## config.mk

```make
export PLATFORM = sky130hd
export DESIGN_NAME = dual_strobe_counter
export DESIGN_NICKNAME = d
export VERILOG_FILES = /design/src/rtl/dsc_pkg.sv /design/src/rtl/dsc_strobe_sync.sv /design/src/rtl/dsc_step_arbiter.sv /design/src/rtl/dsc_next_value.sv /design/src/rtl/dual_strobe_counter.sv
export SDC_FILE = /design/constraint.sdc
export NUM_CORES = 1
export LEC_CHECK = 0
export ABC_AREA = 1
export BUFFER_PORTS_ARGS = -buffer_cell sky130_fd_sc_hd__buf_4
export CAP_MARGIN = 0
export CORE_MARGIN = 2
export CORE_UTILIZATION = 50
export CTS_CLUSTER_SIZE = 8
export DETAILED_ROUTE_END_ITERATION = 16
export PLACE_DENSITY = 0.75
export SLEW_MARGIN = 20
export SYNTH_ARGS = -nofsm -noshare
export SYNTH_HDL_FRONTEND = slang
export SYNTH_HIERARCHICAL = 1
export SYNTH_SLANG_ARGS = --single-unit
```

## constraint.sdc

```tcl
create_clock -name clk -period 1.7 [get_ports clk]
set_clock_uncertainty 0.05 [all_clocks]
set_input_delay 0.17 -clock clk [delete_from_list [all_inputs] [get_ports clk]]
set_output_delay 0.17 -clock clk [all_outputs]
set_load 0.02 [all_outputs]
```

## src/rtl/dsc_pkg.sv

```systemverilog
package dsc_pkg;
  typedef enum logic [2:0] {
    ST_HOLD,
    ST_UP,
    ST_DN,
    ST_LOAD,
    ST_CLR
  } step_e;
endpackage

```

## src/rtl/dsc_strobe_sync.sv

```systemverilog
// Synchroniser chain for one count strobe, plus a delayed copy for edge finding.
module dsc_strobe_sync #(
  parameter int STAGES = 2
) (
  input  logic clk,
  input  logic rst_n,
  input  logic strobe_i,
  output logic level_o,
  output logic held_o,
  output logic rise_o
);
  logic [STAGES-1:0] chain_q;
  logic              held_q;

  for (genvar i = 0; i < STAGES; i++) begin : g_stage
    if (i == 0) begin : g_first
      always_ff @(posedge clk or negedge rst_n) begin
        if (!rst_n) chain_q[i] <= 1'b1;
        else        chain_q[i] <= strobe_i;
      end
    end else begin : g_rest
      always_ff @(posedge clk or negedge rst_n) begin
        if (!rst_n) chain_q[i] <= 1'b1;
        else        chain_q[i] <= chain_q[i-1];
      end
    end
  end

  always_ff @(posedge clk or negedge rst_n) begin
    if (!rst_n) held_q <= 1'b1;
    else        held_q <= chain_q[STAGES-1];
  end

  assign level_o = chain_q[STAGES-1];
  assign held_o  = held_q;
  assign rise_o  = chain_q[STAGES-1] & ~held_q;
endmodule

```

## src/rtl/dsc_step_arbiter.sv

```systemverilog
// Picks one action per clock: clear, then preset, then a qualified count.
module dsc_step_arbiter
  import dsc_pkg::*;
(
  input  logic  clr,
  input  logic  load_n,
  input  logic  up_rise,
  input  logic  up_level,
  input  logic  dn_rise,
  input  logic  dn_level,
  output step_e step
);
  always_comb begin
    if (clr)                                   step = ST_CLR;
    else if (!load_n)                          step = ST_LOAD;
    else if (up_rise && !dn_rise && dn_level)  step = ST_UP;
    else if (dn_rise && !up_rise && up_level)  step = ST_DN;
    else                                       step = ST_HOLD;
  end
endmodule

```

## src/rtl/dsc_next_value.sv

```systemverilog
// Next count for the chosen action; the wrap rule depends on DECADE.
module dsc_next_value
  import dsc_pkg::*;
#(
  parameter int WIDTH  = 4,
  parameter bit DECADE = 1'b1
) (
  input  step_e            step,
  input  logic [WIDTH-1:0] cur,
  input  logic [WIDTH-1:0] din,
  output logic [WIDTH-1:0] nxt
);
  localparam int               MAXI = DECADE ? 9 : (2**WIDTH) - 1;
  localparam logic [WIDTH-1:0] MAXV = MAXI[WIDTH-1:0];
  localparam logic [WIDTH-1:0] ALL1 = '1;

  logic [WIDTH-1:0] up_val;
  logic [WIDTH-1:0] dn_val;

  if (DECADE) begin : g_decade
    // codes above MAX keep climbing and fold to zero after the all-ones code
    assign up_val = (cur == MAXV || cur == ALL1) ? '0 : cur + 1'b1;
    assign dn_val = (cur == '0) ? MAXV : cur - 1'b1;
  end else begin : g_binary
    assign up_val = cur + 1'b1;
    assign dn_val = cur - 1'b1;
  end

  always_comb begin
    case (step)
      ST_CLR:  nxt = '0;
      ST_LOAD: nxt = din;
      ST_UP:   nxt = up_val;
      ST_DN:   nxt = dn_val;
      default: nxt = cur;
    endcase
  end
endmodule

```

## src/rtl/dual_strobe_counter.sv

```systemverilog
module dual_strobe_counter
  import dsc_pkg::*;
#(
  parameter int WIDTH       = 4,
  parameter bit DECADE      = 1'b1,
  parameter int SYNC_STAGES = 2
) (
  input  logic             clk,
  input  logic             rst_n,
  input  logic             clr,
  input  logic             load_n,
  input  logic [WIDTH-1:0] din,
  input  logic             cnt_up,
  input  logic             cnt_dn,
  output logic [WIDTH-1:0] q,
  output logic             carry_n,
  output logic             borrow_n
);
  localparam int               MAXI = DECADE ? 9 : (2**WIDTH) - 1;
  localparam logic [WIDTH-1:0] MAXV = MAXI[WIDTH-1:0];

  logic             up_level, up_held, up_rise;
  logic             dn_level, dn_held, dn_rise;
  step_e            step;
  logic [WIDTH-1:0] q_r, q_next;

  dsc_strobe_sync #(.STAGES(SYNC_STAGES)) u_up_sync (
    .clk(clk), .rst_n(rst_n), .strobe_i(cnt_up),
    .level_o(up_level), .held_o(up_held), .rise_o(up_rise)
  );

  dsc_strobe_sync #(.STAGES(SYNC_STAGES)) u_dn_sync (
    .clk(clk), .rst_n(rst_n), .strobe_i(cnt_dn),
    .level_o(dn_level), .held_o(dn_held), .rise_o(dn_rise)
  );

  dsc_step_arbiter u_arb (
    .clr(clr), .load_n(load_n),
    .up_rise(up_rise), .up_level(up_level),
    .dn_rise(dn_rise), .dn_level(dn_level),
    .step(step)
  );

  dsc_next_value #(.WIDTH(WIDTH), .DECADE(DECADE)) u_next (
    .step(step), .cur(q_r), .din(din), .nxt(q_next)
  );

  always_ff @(posedge clk or negedge rst_n) begin
    if (!rst_n) q_r <= '0;
    else        q_r <= q_next;
  end

  assign q = q_r;
  // the held copy changes on the same edge as the count, so the terminal
  // outputs rise exactly when the wrap lands
  assign carry_n  = ~((q_r == MAXV) & ~up_held);
  assign borrow_n = ~((q_r == '0)   & ~dn_held);
endmodule

```

## After elaboration in Yosys (flattened, before gate mapping)

Index checks and enable logic that the tools add are counted.

- $add $sub $neg: 2
- Equality and inequality tests: 6
- Muxes and demuxes: 7
- Bitwise gates (word level): 8
- Reduce and logical (&&, ||, !) cells: 9

Operators by type and width:

| operator | number |
|---|---|
| $pmux 4 s4 | 1 |
| $mux 3 | 3 |
| $eq 4x4->1 const B | 2 |
| $mux 4 | 2 |
| $eq 3x2->1 const B | 2 |
| $add 4x1->4 const B | 1 |
| $and 1x1->1 | 4 |
| $logic_and 1x1->1 | 4 |
| $logic_not 4->1 | 1 |
| $not 1->1 | 4 |
| $reduce_bool 4->1 | 1 |
| $sub 4x1->4 const B | 1 |
| $eq 3x1->1 const B | 1 |
| $eq 3x3->1 const B | 1 |
| $logic_not 1->1 | 2 |
| $mux 2 | 1 |
| $logic_or 1x1->1 | 1 |

- Register bits: 10
- Input bits: 10
- Output and inout port bits: 6
- Word-level logic and storage cells: 39

## Longest topological paths before layout

Gate-level depths: netlist of the first run.

- Word-level depth: 11
- Mapped depth: 10
- Gate-level depth less buffers: 10

## By module

Netlist of the first run, hierarchy kept.

Modules (own cells, without submodules):

| module | times used | cells each | area an instance (um2) | sequential area each (um2) |
|---|---|---|---|---|
| dsc_next_value | 1 | 58 | 321.6 | 0.0 |
| dsc_strobe_sync | 2 | 5 | 88.8 | 78.8 |
| dual_strobe_counter | 1 | 13 | 138.9 | 100.1 |
| dsc_step_arbiter | 1 | 7 | 35.0 | 0.0 |

## Worst setup path after synthesis of the first run

No wires, ideal clock.

- Kind: register to register
- From: register q_r[0] (netlist: q[0])
- To: register q_r[1] (netlist: q[1])
- Library setup time: 130 ps
- Arrival: 1400 ps
- Required time: 1520 ps
- Path slack: 120 ps
- Stages on the path, launching flop included: 6
- Path buffers: 0
- Clock period less this slack: 1580 ps
- Cell sequence: dfrtp_1 -> inv_1 -> ha_1 -> or2_2 -> nand3_1 -> nand4_1

- Cells in the longest elaborated chain, start to end: 4
- Elaborated cells on any way between the ends: 9
- Classes of those cells: add/sub: 2; eq/ne: 2; mux: 3; reduce/logical: 2

RTL lines:

| element | line | text |
|---|---|---|
| start, declared | dual_strobe_counter.sv:25 | `logic [WIDTH-1:0] q_r, q_next;` |
| start signal, assigned | dual_strobe_counter.sv:50 | `else q_r <= q_next;` |
| parallel branches: the longest is 3 deep, another holds $sub 4x1->4 | - |  |
| $pmux 4 s4 (*) | dsc_next_value.sv:30 | `case (step)` |
| net q_next[1] | dual_strobe_counter.sv:25 |  |

Mark *: on every way through the listed nets, which the timed path passes.
A chain may end at the register's enable or synchronous reset.

## Final worst setup path of the first run

- From: register u_dn_sync.chain_q[1] (netlist: u_dn_sync/level_o)
- To: register q_r[0] (netlist: q[0])

- Cells in the longest elaborated chain, start to end: 9
- Elaborated cells on any way between the ends: 16
- Classes of those cells: eq/ne: 4; mux: 5; bitwise: 1; reduce/logical: 6

RTL lines:

| element | line | text |
|---|---|---|
| start, declared | dsc_strobe_sync.sv:12 | `logic [STAGES-1:0] chain_q;` |
| start signal, assigned by index | dsc_strobe_sync.sv:24 | `else chain_q[i] <= chain_q[i-1];` |
| $and 1x1->1 (*) | dsc_strobe_sync.sv:36 | `assign rise_o = chain_q[STAGES-1] & ~held_q;` |
| net dn_rise | dual_strobe_counter.sv:23 | `logic dn_level, dn_held, dn_rise;` |
| $logic_and 1x1->1 or $logic_not 1->1 (tied branches) | dsc_step_arbiter.sv:17, dsc_step_arbiter.sv:16 |  |
| $logic_and 1x1->1 (on tied branches) | dsc_step_arbiter.sv:17, dsc_step_arbiter.sv:16 |  |
| $mux 2 or $logic_and 1x1->1 (tied branches) | dsc_step_arbiter.sv:17, dsc_step_arbiter.sv:16 |  |
| $mux 3 (*) | dsc_step_arbiter.sv:16 | `else if (up_rise && !dn_rise && dn_level) step = ST_UP;` |
| $mux 3 (*) | dsc_step_arbiter.sv:15 | `else if (!load_n) step = ST_LOAD;` |
| $mux 3 (*) | dsc_step_arbiter.sv:14 | `if (clr) step = ST_CLR;` |
| net step[1] | dual_strobe_counter.sv:24 | `step_e step;` |
| $eq 3x2->1 (tied with other cells) | dsc_next_value.sv:30 |  |
| $pmux 4 s4 (*) | dsc_next_value.sv:30 |  |
| net q_next[0] | dual_strobe_counter.sv:25 |  |

The timed path passes the listed nets; every way through them passes the cells marked *.

==> results of run 1 <==
[metal layers]
| metal | share of wire | vias to the layer above |
|---|---|---|
| met5 | 0 | - |
| met4 | 0.013 | 0 |
| met3 | 0.039 | 4 |
| met2 | 0.49 | 20 |
| met1 | 0.46 | 292 |
| li1 | - | 335 |
[cell usage in the layout, fill, tap and decap left out, types with 2 or more instances in the layout]
cell	synthesis	layout
dlygate4sd3_1	0	3
inv_1	12	11
nand4_1	6	6
nand2_1	17	17
xor2_1	2	2
nor2_1	5	4
buf_4	1	18
inv_2	2	3
ha_1	3	3
nor2_2	4	3
nand3_2	2	4
dfstp_2	6	6
dfrtp_1	4	4
nand3_1	16	14
clkbuf_4	0	3
nor2_4	0	2
[cell type report]
type	count	area share
multi-input cells	61	0.416
flip-flops and latches	10	0.281
repair buffers	21	0.180
inverters	15	0.0640
clock buffers	4	0.0395
well taps	15	0.0204
[state kept, by name, summed over array words and instances (netlist names)]
name and count:
u_up_sync/chain_q 1, u_dn_sync/held_o 1, q 4, u_dn_sync/level_o 1, u_up_sync/level_o 1, u_up_sync/held_o 1, u_dn_sync/chain_q 1
[what timing repair did]
item,in CTS,in global routing
endpoints found under the setup margin,0,4
hold endpoints to repair,12,0
hold buffers,3,0
gates resized for setup,0,10
[worst paths after layout]
kind                                                start                     endpoint  slack [ns]  depth (start not counted)
max                           u_dn_sync/level_o$_DFF_PN1_               q[0]$_DFF_PN0_        0.05                          8
min                                                din[3]               q[3]$_DFF_PN0_        0.09                          3
max reg2reg                   u_dn_sync/level_o$_DFF_PN1_               q[0]$_DFF_PN0_        0.05                          8
min reg2reg                u_up_sync/chain_q[0]$_DFF_PN1_  u_up_sync/level_o$_DFF_PN1_        0.31                          0
max in group asynchronous                           rst_n   u_up_sync/held_o$_DFF_PN1_        1.14                          2
min in group asynchronous                           rst_n               q[0]$_DFF_PN0_        0.24                          2
[per-stage QoR]
step / area (um^2) / hold WS (ns) / worst slack [ns] / setup TNS [ns]
6_report: 918 / 0.0904 / 0.0461 / 0
5_1_grt: 918 / 0.0935 / -0.0435 / -0.104
4_1_cts: 875 / 0.0825 / 0.0103 / 0
3_5_place_dp: 808 / -0.0495 / 0.0284 / 0
3_3_place_gp: 808 / -0.0470 / 0.0770 / 0
2_1_floorplan: 673 / -0.176 / 0.120 / 0
[worst min-delay path, delay by kind of cell]
kind                   cells  cell delay (ns)
buffers and inverters      1             0.08
AND/OR/NAND/NOR            2             0.11
[power groups by stage]
stage	Combinational [mW]	Clock [mW]	Sequential [mW]
6_report	0.450	0.208	0.328
3_3_place_gp	0.426	0	0.330
2_1_floorplan	0.265	0	0.362
4_1_cts	0.436	0.216	0.328
3_5_place_dp	0.427	0	0.330
5_1_grt	0.496	0.230	0.333
[kinds of logic after synthesis]
group	count (synthesis)	synth area share
fa+ha+maj	3	0.0558
buf+inv	17	0.115
flops	10	0.383
compound gates	3	0.0223
xor+xnor	2	0.0260
simple gates	53	0.398
==> impl_metrics.csv, run 1 <==
group,metric,value,unit
power,p_leak,0.444,nW
critical_path,path_delay_family,"simple AND/OR/NAND/NOR gates",
critical_path,slowest_delay,0.55,ns
layout,fillers,108,
global_route,grtUsageMet3,0.0326,
job,drv_cap,0,
timing,setup_viol_count_final,0,
global_route,grt-ovfl-total,0,
logic_synthesis,yosysTopAreaCell,"dfstp_2",
die,dieArea,1660,um^2
logic_synthesis,ys_top_cells_by_area,"dfstp_2, dfrtp_1, nand3_1",
die,io_pins,16,
clock_network,postCtsSetupBuffers,0,
power,switchingPower,0.388,mW
drt,vias_per_cell,5.17,
critical_path,path_buf_inv,2,
timing,maxSlewViolCount,0,
logic_synthesis,avgSynthCellArea,7.65,um^2
global_route,use_met2,0.321,
layout,fin_nets,125,
global_route,grt_pass1_vias,519,
global_route,grt_max_degree,11,
critical_path,crit_type,"flip-flop to flip-flop",
logic_synthesis,ys_ff_latch,10,
die,rows,13,
layout,multi_input_area,382,um^2
clock_network,cts.clk_slew.worst_paths,0.07,ns
critical_path,critical_path.endpoint_type,"flip-flop",
global_route,busiest_layer,"met2",
clock_network,clock_latency,0.26,ns
critical_path,cp_data_arrival_time,1.80,ns
power,switching_share,0.394,
critical_path,cp_slowest_cell,"dfstp_2",
layout,syn_to_final_growth,36.4,%
critical_path,cp_common_cell,"inv_2",
timing,worst_pin_slew,0.381,ns
power,irDropWorstVdd,0.000581,V
layout,seq_area,258,um^2
power,p_clk_frac,0.211,
logic_synthesis,yosysTopAreaCellShare,0.234,
logic_synthesis,ys.warnings.count,6,
power,pwr-share-seq,0.332,
clock_network,cts_buffer_depth,2,
clock_network,cts_sinks,10,
clock_network,cts_root_buf,"clkbuf_4",
clock_network,htreeDepth,1,
power,internal_power,0.597,mW
drt,initialDrtViolationCount,8,
drt,routed_wl,1550,um
placement,place_inst,119,
drt,ant_nets,0,
logic_synthesis,synth_nets,101,
power,combPwrFrac,0.457,
layout,final_util,0.715,
critical_path,worstPathMaxFanout,4,
logic_synthesis,netlist_area,673,um^2
critical_path,crit_path_start_kind,"flip-flop",
timing,fmax,605,MHz
timing,rsz0062_at_grt,"yes",
clock_network,cts_made_buffers,3,
power,p_per_area,1070,nW/um^2
logic_synthesis,async_reset_ff_frac,1.00,
die,initial_core_util,0.524,
timing,final.period_utilization,0.973,
timing,finalWorstPathRequiredPeriod,1.65,ns
drt,drc,0,
logic_synthesis,synth.top_cells.by_count,"nand2_1, nand3_1, inv_1",
logic_synthesis,synth_edf_count,0,
die,die_x,40.7,um
timing,finalHoldViolations,0,
layout,final_cell_count_no_fill,126,
hold_path,hold_class,"input port to flip-flop",
logic_synthesis,netlist_instances,88,
logic_synthesis,yosysUniqueCellTypes,20,
logic_synthesis,synthFlopType,"dfstp_2",
placement,port_buffers,15,
logic_synthesis,ys_seq_area_frac,0.383,
critical_path,required,1.85,ns
die,coreArea,1280,um^2
global_route,antenna_found_initial,0,
clock_network,tritoncts,"yes",
layout,antenna_cells,0,
layout,layout-drive-gt1-share,0.414,
global_route,grt.total_usage,0.205,
global_route,use_met1,0.264,
drt,wl_per_cell,12.3,um
global_route,grt_pass1_wl,2160,um
critical_path,path_cells,"inv_2, nor2_4, nand3_2, a21oi_4, inv_2, nor3_4, nand2_1, nand4_1",
placement,gp_congestion,0.822,
drt,firstDrtPassIters,4,
drt,via_count,651,
power,totalPowerFinal,0.986,mW
die,die_h,40.7,um
timing,slew-limit-headroom,0.746,
logic_synthesis,synth_most_common_cell,"nand2_1",
placement,hpwlAfterDp,1060,um
run_status,outcome,"finished, final reports clean",
No activity file was read; power rests on OpenSTA's default activity.
==> run 2, diff against run 1 <==
--- a/config.mk
+++ b/config.mk
@@ -6,13 +6,14 @@
 export NUM_CORES = 1
 export LEC_CHECK = 0
 export ABC_AREA = 1
+export ABC_CLOCK_PERIOD_IN_PS = 2100
 export BUFFER_PORTS_ARGS = -buffer_cell sky130_fd_sc_hd__buf_4
 export CAP_MARGIN = 0
-export CORE_MARGIN = 2
-export CORE_UTILIZATION = 50
+export CORE_AREA = 2 2 39 41
 export CTS_CLUSTER_SIZE = 8
 export DETAILED_ROUTE_END_ITERATION = 16
-export PLACE_DENSITY = 0.75
+export DIE_AREA = 0 0 41 43
+export PLACE_DENSITY = 0.76
 export SLEW_MARGIN = 20
 export SYNTH_ARGS = -nofsm -noshare
 export SYNTH_HDL_FRONTEND = slang
==> constraint.sdc (replaced) <==
create_clock -name clk -period 2.1 [get_ports clk]
set_clock_uncertainty 0.05 [all_clocks]
set_input_delay 0.21 -clock clk [delete_from_list [all_inputs] [get_ports clk]]
set_output_delay 0.21 -clock clk [all_outputs]
set_load 0.02 [all_outputs]
==> impl_metrics.csv, run 2 (synthesis gave the netlist of run 1 again) <==
group,metric,value,unit
layout,fin_nets,123,
clock_network,cts.clk_slew.worst_paths,0.07,ns
timing,final.period_utilization,0.817,
layout,syn_to_final_growth,26.4,%
global_route,grt_pass1_vias,547,
drt,routed_wl,1400,um
drt,firstDrtPassIters,4,
power,p_leak,0.423,nW
clock_network,ctsResizeCount,0,
critical_path,cp_data_arrival_time,1.85,ns
global_route,grt_max_degree,11,
global_route,antenna_found_initial,0,
drt,drc,0,
critical_path,crit_type,"flip-flop to flip-flop",
clock_network,htreeDepth,1,
layout,layout-drive-gt1-share,0.339,
layout,layout_commonest_cell,"nand2_1",
timing,fmax,583,MHz
critical_path,worstPathMaxFanout,5,
layout,fin_area,851,um^2
drt,via_count,623,
placement,gp_congestion,0.828,
timing,finalHoldViolations,0,
critical_path,rr_startpoint,"u_up_sync/level_o$_DFF_PN1_",
hold_path,hold_class,"input port to flip-flop",
drt,ant_nets,0,
timing,worst_pin_slew,0.407,ns
critical_path,critical_path.endpoint_type,"flip-flop",
die,coreArea,1380,um^2
placement,place_inst,118,
timing,hold_ws,0.115,ns
critical_path,reg2reg_setup_slack,0.39,ns
clock_network,tritoncts,"yes",
clock_network,clock_latency,0.27,ns
run_status,outcome,"finished, final reports clean",
critical_path,path_buf_inv,1,
global_route,grt_pass1_wl,2250,um
timing,setup_viol_count_final,0,
drt,initialDrtViolationCount,27,
layout,largest_reg_flops,4,
power,p_per_area,881,nW/um^2
placement,place_area,795,um^2
timing,fin_setup_tns,0,ns
drt,vias_per_cell,4.98,
hold_path,min_to,"q[1]$_DFF_PN0_",
die,rows,14,
critical_path,cp_common_cell,"nand2_1",
clock_network,cts_sinks,10,
layout,final_cell_mix,"nand2_1, nand3_1, buf_4",
layout,antenna_cells,0,
placement,hpwlAfterDp,1070,um
critical_path,path_cells,"inv_1, nor2_2, nand3_1, a21oi_1, nand2_1, nor2_1, nand2_1, nand4_1",
critical_path,required,2.24,ns
die,dieArea,1760,um^2
critical_path,slowest_delay,0.54,ns
timing,maxSlewViolCount,0,
placement,port_buffers,15,
layout,multi_input_area,338,um^2
critical_path,cp_slowest_cell,"dfstp_2",
die,initial_core_util,0.486,
layout,final_util,0.615,
layout,final_cell_count_no_fill,125,
job,drv_cap,0,
global_route,grt-ovfl-total,0,
timing,rsz0062_at_grt,"no",
hold_path,worstHoldStart,"din[1]",
die,io_pins,16,
layout,seq_area,258,um^2
layout,fillers,126,
power,irDropWorstVdd,0.000458,V
timing,finalWorstPathRequiredPeriod,1.71,ns
die,die_x,41,um
global_route,grt.total_usage,0.195,
clock_network,cts_made_buffers,3,
clock_network,postCtsSetupBuffers,0,
critical_path,r2r_cells,8,
clock_network,cts_root_buf,"clkbuf_4",
drt,wl_per_cell,11.2,um
critical_path,crit_path_start_kind,"flip-flop",
timing,slew-limit-headroom,0.729,
die,die_h,43,um
critical_path,reg2reg_to,"q[0]$_DFF_PN0_",
hold_path,min_delay_path_depth,3,
critical_path,path_delay_family,"simple AND/OR/NAND/NOR gates",
clock_network,cts_buffer_depth,2,
## run 2: cell types whose count changed in the layout (fill, tap and decap cells not counted), sizes merged
cell  delta
buf      -2
## run 2: worst max path at each step
stage                                startpoint             end  slack (ns)  cells past startpoint
detailed placement  u_up_sync/level_o$_DFF_PN1_  q[3]$_DFF_PN0_        0.41                      8
CTS                 u_up_sync/level_o$_DFF_PN1_  q[0]$_DFF_PN0_        0.39                      8
global placement    u_up_sync/level_o$_DFF_PN1_  q[1]$_DFF_PN0_        0.41                      8
finish              u_up_sync/level_o$_DFF_PN1_  q[0]$_DFF_PN0_        0.39                      8
floorplan                        q[0]$_DFF_PN0_  q[1]$_DFF_PN0_        0.52                      5
global route        u_up_sync/level_o$_DFF_PN1_  q[3]$_DFF_PN0_        0.20                      8
## run 2: worst min-delay path: cells and delay by family
family | cells | cell delay (ns)
simple gates | 2 | 0.11
buf+inv | 1 | 0.08
## run 2: layout make-up
cell class	count	share of cell area
tap	16	0.0235
inverter	15	0.0691
timing repair buffer	19	0.176
multi-input combinational	61	0.397
sequential	10	0.303
clock buffer	4	0.0309
## run 2: stage by stage
stage               power (mW)  setup slack [ns]
finish                   0.749             0.385
global route             0.811             0.203
CTS                      0.750             0.390
detailed placement       0.609             0.407
global placement         0.601             0.414
floorplan                0.507             0.520
## run 2: what timing repair did
item                                   CTS  global route
endpoints found under the hold margin   10             2
hold buffers                             1             2
setup endpoints to repair                0             0
## run 2: layer usage
| metal | vias up | part of all wire | track usage |
|---|---|---|---|
| met3 | 2 | 0.071 | 0.0942 |
| met2 | 26 | 0.50 | 0.281 |
| met5 | - | 0 | 0 |
| met1 | 270 | 0.42 | 0.240 |
| met4 | 0 | 0.014 | 0.0800 |
| li1 | 325 | - | - |
## run 2: report_power, final
part           switching (mW)  internal [mW]  total [mW]  leakage, nW
logic                   0.191          0.142       0.333        0.292
registers              0.0546          0.224       0.279        0.116
clock network          0.0641         0.0731       0.137       0.0150
total                   0.310          0.439       0.749        0.423
==> run 3, diff against run 2 <==
--- a/config.mk
+++ b/config.mk
@@ -6,14 +6,14 @@
 export NUM_CORES = 1
 export LEC_CHECK = 0
 export ABC_AREA = 1
-export ABC_CLOCK_PERIOD_IN_PS = 2100
+export ABC_CLOCK_PERIOD_IN_PS = 1600
 export BUFFER_PORTS_ARGS = -buffer_cell sky130_fd_sc_hd__buf_4
 export CAP_MARGIN = 0
-export CORE_AREA = 2 2 39 41
+export CORE_MARGIN = 2
+export CORE_UTILIZATION = 50
 export CTS_CLUSTER_SIZE = 8
 export DETAILED_ROUTE_END_ITERATION = 16
-export DIE_AREA = 0 0 41 43
-export PLACE_DENSITY = 0.76
+export PLACE_DENSITY = 0.75
 export SLEW_MARGIN = 20
 export SYNTH_ARGS = -nofsm -noshare
 export SYNTH_HDL_FRONTEND = slang
==> constraint.sdc (replaced) <==
create_clock -name clk -period 1.6 [get_ports clk]
set_clock_uncertainty 0.05 [all_clocks]
set_input_delay 0.16 -clock clk [delete_from_list [all_inputs] [get_ports clk]]
set_output_delay 0.16 -clock clk [all_outputs]
set_load 0.02 [all_outputs]
==> impl_metrics.csv, run 3 (synthesis gave the netlist of run 1 again) <==
group,metric,value,unit
placement,port_buffers,15,
drt,vias_per_cell,5.36,
layout,fin_nets,128,
clock_network,tritoncts,"yes",
global_route,use_met1,0.276,
clock_network,clock_latency,0.27,ns
run_status,failed_checks,"negative setup slack",
clock_network,cts_buffer_depth,2,
global_route,grt_pass1_wl,2350,um
global_route,grt.total_usage,0.223,
drt,ant_nets,0,
placement,hpwlAfterDp,1110,um
layout,final_util,0.769,
layout,largest_reg_flops,4,
clock_network,cts_sinks,10,
global_route,grtUsageMet3,0.0272,
critical_path,critical_path.endpoint_type,"flip-flop",
critical_path,cp_data_arrival_time,1.82,ns
critical_path,crit_path_start_kind,"flip-flop",
drt,firstDrtPassIters,4,
placement,gp_congestion,0.914,
die,io_pins,16,
timing,slew-limit-headroom,0.721,
layout,layout_commonest_cell,"buf_4",
die,die_h,40.7,um
layout,final_cell_mix,"buf_4, nand2_1, nand3_1",
clock_network,cts.clk_slew.worst_paths,0.07,ns
global_route,use_met2,0.357,
layout,syn_to_final_growth,46.8,%
die,initial_core_util,0.524,
timing,finalHoldViolations,0,
power,p_per_area,1110,nW/um^2
drt,routed_wl,1770,um
global_route,grt_pass1_vias,593,
drt,wl_per_cell,13.7,um
clock_network,cts_root_buf,"clkbuf_4",
timing,fmax,599,MHz
timing,finalWorstPathRequiredPeriod,1.67,ns
critical_path,required,1.75,ns
die,dieArea,1660,um^2
layout,fin_area,988,um^2
timing,fin_ws,-0.0700,ns
layout,antenna_cells,0,
clock_network,cts_made_buffers,3,
placement,place_area,823,um^2
timing,rsz0062_at_grt,"yes",
layout,layout-drive-gt1-share,0.509,
global_route,grt-ovfl-total,0,
die,die_x,40.7,um
drt,initialDrtViolationCount,25,
global_route,grt_max_degree,11,
die,rows,13,
drt,via_count,692,
run_status,outcome,"finished, violations left",
power,p_leak,0.466,nW
critical_path,crit_type,"flip-flop to flip-flop",
clock_network,htreeDepth,1,
global_route,busiest_layer,"met2",
drt,drc,0,
global_route,antenna_found_initial,0,
power,irDropWorstVdd,0.000698,V
timing,worst_pin_slew,0.419,ns
job,drv_cap,0,
die,coreArea,1280,um^2
timing,final.period_utilization,1.04,
placement,place_worst_setup_slack,-0.0282,ns
hold_path,hold_class,"input port to flip-flop",
timing,setup_viol_count_final,4,
timing,maxSlewViolCount,0,
critical_path,worstPathMaxFanout,4,
-- run 3: changes by cell type in the layout (fill, tap and decap cells not counted), moves of 2 or more --
cell,previous run,this run
nor2_4,0,3
nor2_2,4,2
nand3_1,16,10
a21oi_1,2,0
nand2_1,17,15
inv_2,2,4
nand3_2,2,8
a21oi_2,0,2
buf_4,16,18
nand2_2,1,3
buf_6,0,3
inv_1,12,9
-- run 3: area by class of cell --
cell class | instances | area, um^2
timing repair buffer | 24 | 199
multi-input combinational | 61 | 415
sequential | 10 | 258
clock buffer | 4 | 36.3
inverter | 15 | 61.3
fill | 89 | 297
tap | 15 | 18.8
-- run 3: final timing paths --
kind                                                     start                     endpoint  slack (ns)  cells past startpoint
min in group asynchronous                                rst_n               q[0]$_DFF_PN0_        0.25                      2
worst min register to register  u_up_sync/chain_q[0]$_DFF_PN1_  u_up_sync/level_o$_DFF_PN1_        0.31                      0
worst max register to register     u_dn_sync/level_o$_DFF_PN1_               q[1]$_DFF_PN0_       -0.07                      9
worst max-delay path               u_dn_sync/level_o$_DFF_PN1_               q[1]$_DFF_PN0_       -0.07                      9
max in group asynchronous                                rst_n   u_up_sync/held_o$_DFF_PN1_        1.03                      2
worst min-delay path                                    din[3]               q[3]$_DFF_PN0_        0.08                      3
-- run 3: through the flow --
stage                     std cells  power, mW  hold WS, ns  setup TNS, ns
final                           129       1.09       0.0792         -0.230
after global routing            129       1.16       0.0935         -0.515
after CTS                       128       1.05       0.0716              0
after detailed placement        121      0.814      -0.0591        -0.0319
after global placement          121      0.802      -0.0586        -0.0354
after floorplan                  88      0.666       -0.186              0
-- run 3: critical path, cell delays in order, from the launching register on --
cell,delay [ns]
dfstp_2,0.54
inv_2,0.04
nor2_4,0.11
nand3_2,0.08
a21oi_2,0.16
buf_6,0.14
inv_4,0.05
nor3_4,0.23
nand3_1,0.11
nand4_1,0.09
-- run 3: power by group --
part	internal, mW	leakage [nW]	switching (mW)
sequential	0.295	0.116	0.0630
combinational	0.215	0.330	0.288
clock	0.138	0.0210	0.0945
total	0.648	0.466	0.446
-- run 3: layer usage --
| metal | vias up | wire [um] |
|---|---|---|
| met5 | - | 0 |
| met3 | 6 | 81 |
| li1 | 338 | - |
| met4 | 0 | 44 |
| met1 | 322 | 706 |
| met2 | 26 | 933 |
-- run 3: timing repair --
| action | 4_1_cts | 5_1_grt |
|---|---|---|
| hold buffers | 3 | 0 |
| resized for setup | 4 | 20 |
| setup buffers | 0 | 1 |
| pin swaps | 0 | 16 |
| endpoints found under the setup margin | 3 | 4 |
| endpoints found under the hold margin | 12 | 0 |
| gates cloned | 0 | 0 |
